File: config.mk
export PLATFORM = sky130hd
export DESIGN_NAME = reset_sequencer
export DESIGN_NICKNAME = d
export VERILOG_FILES = /design/src/rtl/rstseq_pkg.sv /design/src/rtl/rstseq_fsm.sv /design/src/rtl/rstseq_cause.sv /design/src/rtl/reset_sequencer.sv
export SDC_FILE = /design/constraint.sdc
export NUM_CORES = 1
export LEC_CHECK = 0
export BUFFER_PORTS_ARGS = -buffer_cell sky130_fd_sc_hd__buf_2
export CAP_MARGIN = 20
export CORE_MARGIN = 1
export CORE_UTILIZATION = 55
export CTS_CLUSTER_DIAMETER = 100
export DETAILED_ROUTE_END_ITERATION = 10
export PLACE_DENSITY = 0.77
export SKIP_CTS_REPAIR_TIMING = 1
export SYNTH_ARGS = -nofsm -noshare
export SYNTH_HDL_FRONTEND = slang
export SYNTH_HIERARCHICAL = 1
export SYNTH_SLANG_ARGS = --single-unit
File: constraint.sdc
create_clock -name clk -period 2.16 [get_ports clk]
set_input_delay 0.432 -clock clk [delete_from_list [all_inputs] [get_ports clk]]
set_output_delay 0.432 -clock clk [all_outputs]
set_load 0.02 [all_outputs]
File: src/rtl/rstseq_pkg.sv
package rstseq_pkg;

  typedef enum logic [2:0] {
    ST_HOLD,
    ST_PWRT,
    ST_OST,
    ST_LOCK,
    ST_RUN
  } stage_e;

  // first stage of a full (non-wake) sequence
  function automatic stage_e first_full(input logic pwrt_en, input logic xtal,
                                        input logic pll);
    stage_e s;
    if (pwrt_en)  s = ST_PWRT;
    else if (xtal) s = ST_OST;
    else if (pll)  s = ST_LOCK;
    else           s = ST_RUN;
    return s;
  endfunction

  // stage following a finished timed stage
  function automatic stage_e stage_after(input stage_e cur, input logic xtal,
                                         input logic pll);
    stage_e s;
    s = ST_RUN;
    case (cur)
      ST_PWRT: s = xtal ? ST_OST : (pll ? ST_LOCK : ST_RUN);
      ST_OST:  s = pll ? ST_LOCK : ST_RUN;
      default: s = ST_RUN;
    endcase
    return s;
  endfunction

endpackage

File: src/rtl/rstseq_fsm.sv
module rstseq_fsm
  import rstseq_pkg::*;
#(
  parameter int PWRT_CYC = 730,
  parameter int OST_CYC  = 1024,
  parameter int LOCK_CYC = 200
) (
  input  logic clk,
  input  logic por_n,
  input  logic hold_i,
  input  logic wake_i,
  input  logic pwrt_en_i,
  input  logic xtal_i,
  input  logic pll_i,
  output logic run_o,
  output logic wake_go_o
);

  localparam int MAX_A = (PWRT_CYC > OST_CYC) ? PWRT_CYC : OST_CYC;
  localparam int MAXL  = (MAX_A > LOCK_CYC) ? MAX_A : LOCK_CYC;
  localparam int CW    = $clog2(MAXL + 1);

  stage_e        st_q, st_d;
  logic [CW-1:0] cnt_q, cnt_d;
  logic          in_timed;

  function automatic logic [CW-1:0] load_for(input stage_e s);
    logic [CW-1:0] v;
    case (s)
      ST_PWRT: v = CW'(PWRT_CYC - 1);
      ST_OST:  v = CW'(OST_CYC - 1);
      ST_LOCK: v = CW'(LOCK_CYC - 1);
      default: v = '0;
    endcase
    return v;
  endfunction

  assign in_timed  = (st_q == ST_PWRT) || (st_q == ST_OST) || (st_q == ST_LOCK);
  assign run_o     = (st_q == ST_RUN);

  always_comb begin
    st_d      = st_q;
    cnt_d     = cnt_q;
    wake_go_o = 1'b0;
    if (hold_i) begin
      st_d  = ST_HOLD;
      cnt_d = '0;
    end else begin
      case (st_q)
        ST_HOLD: begin
          st_d  = first_full(pwrt_en_i, xtal_i, pll_i);
          cnt_d = load_for(st_d);
        end
        ST_PWRT, ST_OST, ST_LOCK: begin
          if (cnt_q == '0) begin
            st_d  = stage_after(st_q, xtal_i, pll_i);
            cnt_d = load_for(st_d);
          end else begin
            cnt_d = cnt_q - CW'(1);
          end
        end
        ST_RUN: begin
          if (wake_i) begin
            st_d      = ST_OST;
            cnt_d     = load_for(ST_OST);
            wake_go_o = 1'b1;
          end
        end
        default: st_d = ST_HOLD;
      endcase
    end
  end

  always_ff @(posedge clk or negedge por_n) begin
    if (!por_n) begin
      st_q  <= ST_HOLD;
      cnt_q <= '0;
    end else begin
      st_q  <= st_d;
      cnt_q <= cnt_d;
    end
  end

  // an active source parks the sequencer
  a_r6_source_restarts: assert property (@(posedge clk) disable iff (!por_n)
    hold_i |=> (st_q == ST_HOLD));

  // a timed stage counts down by one per cycle without leaving the stage
  a_r1_count_down: assert property (@(posedge clk) disable iff (!por_n)
    (in_timed && cnt_q != '0 && !hold_i) |=>
      (cnt_q == $past(cnt_q) - CW'(1)) && (st_q == $past(st_q)));

  // release only from a finished stage or an all-disabled start
  a_r2_release_point: assert property (@(posedge clk) disable iff (!por_n)
    $rose(run_o) |-> $past(st_q == ST_HOLD || cnt_q == '0));

  // an accepted wake leaves the run state
  a_r5_wake_drops: assert property (@(posedge clk) disable iff (!por_n)
    wake_go_o |=> !run_o);

endmodule

File: src/rtl/rstseq_cause.sv
module rstseq_cause #(
  parameter int NSRC = 4
) (
  input  logic            clk,
  input  logic            por_n,
  input  logic [NSRC-1:0] set_i,
  input  logic            clr_i,
  output logic [NSRC-1:0] cause_o
);

  localparam logic [NSRC-1:0] POR_ONLY = NSRC'(1);

  always_ff @(posedge clk or negedge por_n) begin
    if (!por_n) cause_o <= POR_ONLY;
    else        cause_o <= (clr_i ? '0 : cause_o) | set_i;
  end

  // bits stay set until a clear
  a_r7_sticky: assert property (@(posedge clk) disable iff (!por_n)
    !clr_i |=> ((cause_o & $past(cause_o)) == $past(cause_o)));

  // set wins over a simultaneous clear
  a_r8_set_wins: assert property (@(posedge clk) disable iff (!por_n)
    (set_i != '0) |=> ((cause_o & $past(set_i)) == $past(set_i)));

  // a clear with no source empties the register
  a_r8_clear: assert property (@(posedge clk) disable iff (!por_n)
    (clr_i && set_i == '0) |=> (cause_o == '0));

endmodule

File: src/rtl/reset_sequencer.sv
module reset_sequencer #(
  parameter int PWRT_CYC = 730,
  parameter int OST_CYC  = 1024,
  parameter int LOCK_CYC = 200
) (
  input  logic       clk,
  input  logic       por_n,
  input  logic       ext_rst_n,
  input  logic       bor_flag,
  input  logic       wake_req,
  input  logic       cfg_pwrt_en,
  input  logic       cfg_xtal,
  input  logic       cfg_pll,
  input  logic       cfg_bor_en,
  input  logic [1:0] cfg_bor_level,
  input  logic       cause_clr,
  output logic       sys_rst_n,
  output logic [3:0] cause,
  output logic [1:0] bor_sel
);

  logic pin_active, bor_active, hold_src, run, wake_go;
  logic [3:0] cause_set;

  assign pin_active = !ext_rst_n;
  assign bor_active = cfg_bor_en && bor_flag;
  assign hold_src   = pin_active || bor_active;

  rstseq_fsm #(
    .PWRT_CYC(PWRT_CYC),
    .OST_CYC (OST_CYC),
    .LOCK_CYC(LOCK_CYC)
  ) u_fsm (
    .clk      (clk),
    .por_n    (por_n),
    .hold_i   (hold_src),
    .wake_i   (wake_req),
    .pwrt_en_i(cfg_pwrt_en),
    .xtal_i   (cfg_xtal),
    .pll_i    (cfg_pll),
    .run_o    (run),
    .wake_go_o(wake_go)
  );

  assign cause_set = {wake_go, bor_active, pin_active, 1'b0};

  rstseq_cause #(.NSRC(4)) u_cause (
    .clk    (clk),
    .por_n  (por_n),
    .set_i  (cause_set),
    .clr_i  (cause_clr),
    .cause_o(cause)
  );

  // asynchronous assertion, clocked release
  assign sys_rst_n = run && !hold_src;
  assign bor_sel   = cfg_bor_level;

  // release happens only when the sequencer's run flag rose at an edge
  a_r10_clocked_release: assert property (@(posedge clk) disable iff (!por_n)
    $rose(sys_rst_n) |-> $rose(run) || $fell(hold_src));

endmodule

# ---- After elaboration in Yosys (flattened, before gate mapping)
# Cells that the tools add are included.
dict set report totals {
  out_inout_bits 7
  word_cells 51
  in_bits 12
  reg_bits 18
}
dict set report classes {
  addsub 1
  n_reduce_logical 11
  n_bitwise 1
  n_eq_ne 12
  muxes 23
}
# cell count
set ops {}
lappend ops {{10-bit one-hot mux with 3 select lines} 2}
lappend ops {{11-bit two-way mux} 3}
lappend ops {{3-bit two-way mux} 11}
lappend ops {{11-bit one-hot mux with 3 select lines} 1}
lappend ops {{3-bit by 2-bit == test with 1-bit output, second input constant} 6}
lappend ops {{11-bit logical NOT} 1}
lappend ops {{11-bit by 1-bit subtractor with 11-bit output, second input constant} 1}
lappend ops {{3-bit by 1-bit == test with 1-bit output, second input constant} 3}
lappend ops {{3-bit one-hot mux with 3 select lines} 1}
lappend ops {{3-bit one-hot mux with 2 select lines} 1}
lappend ops {{4-bit two-way mux} 1}
lappend ops {{4-bit OR} 1}
lappend ops {{2-bit AND reduction} 2}
lappend ops {{4-bit nonzero test} 1}
lappend ops {{3-bit == test, second input constant} 1}
lappend ops {{3-bit logical NOT} 1}
lappend ops {{1-bit two-way mux} 3}
lappend ops {{3-bit by 2-bit != test with 1-bit output, second input constant} 1}
lappend ops {{3-bit != test, second input constant} 1}
lappend ops {{3-bit OR reduction} 1}
lappend ops {{1-bit logical AND} 2}
lappend ops {{1-bit logical NOT} 2}
lappend ops {{1-bit logical OR} 1}

# ---- Logic depth before layout (Yosys ltp)
dict set report logic_depth {
  depth_word 11
  depth_mapped 7
  mapped_depth_nobuf 6
}

# ---- Modules after synthesis
# Netlist, hierarchy kept.
# mod n_inst seq_area_each_um2 cells_each area_per_inst_um2
set modules_own_cells {}
lappend modules_own_cells {rstseq_fsm 1 350.3 142 1192.4}
lappend modules_own_cells {rstseq_cause 1 101.3 9 135.1}
lappend modules_own_cells {reset_sequencer 1 0.0 8 40.0}

# ---- Least setup slack after synthesis
# Ideal clock, no wire load.
dict set report synth_path {
  path_type {reg2reg}
  startpoint {register u_fsm.cnt_q[0]}
  endpoint {register u_fsm.st_q[1]}
  setup_slack_ns 0.189
  stages_incl_launch_ff 7
  t_arrival_ns 1.834
  required_ns 2.023
  setup_time_ns 0.137
  path_cell_list {dfrtp_1 -> inv_1 -> ha_1 -> or4b_4 -> or4_4 -> nand3_1 -> a31oi_1}
}
dict set report synth_between {
  elab_chain_cells 3
}
# element line_no
set synth_rtl {}
lappend synth_rtl {{from (decl)} rstseq_fsm.sv:24} ;# logic [CW-1:0] cnt_q, cnt_d;
lappend synth_rtl {{from (signal assigned)} rstseq_fsm.sv:80} ;# cnt_q <= cnt_d;
lappend synth_rtl {{11-bit logical NOT} rstseq_fsm.sv:55} ;# if (cnt_q == '0) begin
lappend synth_rtl {{3-bit by 2-bit != test with 1-bit output (no line)} --}
lappend synth_rtl {{2-bit AND reduction (no line)} --}
lappend synth_rtl {{to (signal assigned)} rstseq_fsm.sv:79} ;# st_q <= st_d;
lappend synth_rtl {{to (decl)} rstseq_fsm.sv:23} ;# stage_e st_q, st_d;
# Every way passes these cells.
# A chain may end at the register's enable or synchronous reset.

# ---- Worst setup path after layout
# Same ends and word-level chain as after synthesis.

==> summary.md <==
| Metric | Value |
|---|---|
| Drt via density | `6.65` |
| Final hold violations | `0` |
| First-pass GRT wire length | `6.01 mm` |
| Worst EP required | `2.35 ns` |
| Top_reg_cell synth | `dfrtp_1` |
| Max incr delay on CP | `0.53 ns` |
| Fin nets | `193` |
| Routability cong. | `0.963` |
| CP endpoint kind | `flip-flop` |
| Clock buffer depth | `2` |
| DR iter-0 viols | `69` |
| Residual DRC | `0` |
| Global-route usage over all layers | `30.7%` |
| Top-count cell post-synth | `dfrtp_1` |
| WS Path Type | `flip-flop to flip-flop` |
| Post-synth EDFFs | `0` |
| Slew @ Worst Pin | `0.884 ns` |
| Via count | `1377` |
| # H-tree levels | `1` |
| Row count | `17` |
| Setup TNS | `0 ns` |
| Slew Viols, Final | `0` |
| Synth Net Count | `172` |
| Post-Layout Cell Count | `207` |
| Placeable Area | `2280 sq um` |
| Top cell type's share of synthesized area | `31.1%` |
| Number of global-route vias before repair | `1293` |
| VDD IR max | `0.000574 V` |
| P_leak | `0.000695 uW` |
| WP data arrival | `2.26 ns` |
| Share of layout cells above drive strength 1 | `23.5%` |
| Starting Density | `60.1%` |
| Sequential fraction of the synthesis area | `33.0%` |
| DP HPWL | `2.65 mm` |
| CTS clock-pin slew for the worst setup and hold paths | `0.11 ns` |
| Netlist cell types | `60` |
| Clock sinks | `18` |
| Inst Count DP | `201` |
| Mapped Cells | `159` |
| Diode count | `0` |
| IO buf count | `14` |
| Seq cells post-synth | `18` |
| Total power per unit cell area | `1090 nW/um^2` |
| WL/cell | `17.5 um` |
| Area added between synthesis and finish | `12.4%` |
| Largest net degree at the start of global routing | `20` |
| Top post-synthesis cells by area | `dfrtp_1 31%, nor2_1 3.6%, nand2_1 3.3%` |
| Setup Viol. Count Final | `0` |
| Worst Skew | `0.000882 ns` |
| Die Area | `2690 sq um` |
| Crit path max-delay family | `simple AND/OR/NAND/NOR gates` |
| Synth Cell Area | `1370 sq um` |
| Root buf cell | `clkbuf_4` |
| Initial antenna violation count | `0` |
| Crit share post-route | `96.1%` |
| Clk_lat worst skew | `0.30 ns` |
| Maximum capacitance violations | `0` |
| CP max-delay cell | `or4b_4` |
| Fin Hold WS | `0.0466 ns` |
| Syn Area/Cell | `8.60 sq um` |
| Pre-Repair DR Iteration Count | `4` |
| Outcome | `complete, no violations` |
| CP Cell Sequence | `inv_1 > ha_1 > or4b_4 > or4_4 > nand3_1 > a31oi_1` |
| RSZ-0062 raised after global routing | `no` |
| I/O Pins | `19` |
| CTS buffer count | `3` |
| CP bufs+invs | `1` |
| Synth area leader | `dfrtp_1` |
| Most frequent cells after synthesis | `17 x dfrtp_1, 13 x nor2_1, 12 x nand2_1` |
| Final Routed Wirelength | `3.62 mm` |
| CTS tree | `yes` |
| Die Width | `51.9 um` |
| GRT overflow | `0` |
| Die Ht | `51.9 um` |
| Worst hold path class | `input port to async pin` |
| Crit start category | `flip-flop` |
| Synth warn | `6` |
| Post-DRT Antenna Nets | `0` |
| Slew headroom | `41.0%` |
| Fin crit period | `2.08 ns` |
| Post-synth ARST share | `100%` |
| Post-layout util | `67.5%` |
| CP Max Fanout | `5` |
| Fmax | `482 MHz` |
| Filler cell count | `183` |
## final timing paths
kind	start	endpoint	cells past startpoint	slack (ns)
max	u_fsm/cnt_q[0]	u_fsm/st_q[1]	6	0.08
min	por_n	u_cause/cause_o[2]	1	0.05
max reg2reg	u_fsm/cnt_q[0]	u_fsm/st_q[1]	6	0.08
min reg2reg	u_cause/cause_o[3]	u_cause/cause_o[3]	1	0.48
max in group asynchronous	por_n	u_cause/cause_o[0]	1	1.79
min in group clk	wake_req	u_fsm/st_q[2]	2	0.39
## flip-flops by register name, indices dropped and copies added, names as in the netlist
register	flops
u_fsm/st_q	3
u_fsm/cnt_q	11
u_cause/cause_o	4
## worst register-to-register path: stages (launching register included)
cell and delay (ns):
dfrtp_1 0.43, inv_1 0.10, ha_1 0.21, or4b_4 0.53, or4_4 0.51, nand3_1 0.10
a31oi_1 0.08
## power by group
part | internal [uW] | switching (uW) | total, uW | leakage [uW]
clock | 72.0 | 114 | 186 | 0.0000150
combinational | 411 | 477 | 888 | 0.000451
sequential | 426 | 170 | 596 | 0.000230
total | 908 | 761 | 1670 | 0.000695
## per-stage QoR
step	area [sq um]	worst slack, ns	power [uW]
2_1_floorplan	1370	0.189	1200
3_3_place_gp	1500	0.134	1430
3_5_place_dp	1500	0.0408	1450
4_1_cts	1520	0.00984	1640
5_1_grt	1540	0.00474	1780
6_report	1540	0.0844	1670
## cell usage in the layout, fill, tap and decap left out, drive strengths merged, types with 2 or more instances in the layout
| master | netlist | routed |
|---|---|---|
| a211oi | 2 | 2 |
| a21o | 5 | 5 |
| a21oi | 7 | 7 |
| a31oi | 3 | 3 |
| and3 | 2 | 2 |
| buf | 4 | 25 |
| clkbuf | 5 | 4 |
| dfrtp | 17 | 17 |
| inv | 12 | 12 |
| nand2 | 12 | 12 |
| nand2b | 4 | 4 |
| nand3 | 4 | 4 |
| nand4 | 3 | 3 |
| nor2 | 13 | 13 |
| nor2b | 2 | 2 |
| nor3 | 4 | 4 |
| nor4 | 5 | 5 |
| o211ai | 5 | 5 |
| o21a | 3 | 3 |
| o21ai | 5 | 5 |
| o21bai | 2 | 2 |
| o22ai | 2 | 2 |
| o32ai | 2 | 2 |
| or3 | 2 | 2 |
| or3b | 2 | 2 |
| or4 | 3 | 3 |
## layer usage
layer,track usage [%],share of wire [%]
met1,41.1,43
met2,47.0,48
met3,5.56,8.3
met4,15.8,1.4
met5,0,0
## cell families after synthesis
kind of cell	count (synthesis)	share of synthesized area (%)
simple gates	65	29.8
compound gates	53	29.4
buf+inv	21	6.59
flops	18	33.0
fa+ha+maj	1	0.915
other cells	1	0.274
## final cells by class
type | count | area (sq um) | share of cell area [%]
clock buffer | 4 | 26.3 | 1.71
tap | 28 | 35.0 | 2.28
sequential | 18 | 452 | 29.4
inverter | 12 | 45.0 | 2.93
timing repair buffer | 25 | 153 | 9.93
multi-input combinational | 120 | 826 | 53.7
No activity file was read; power rests on OpenSTA's default activity.
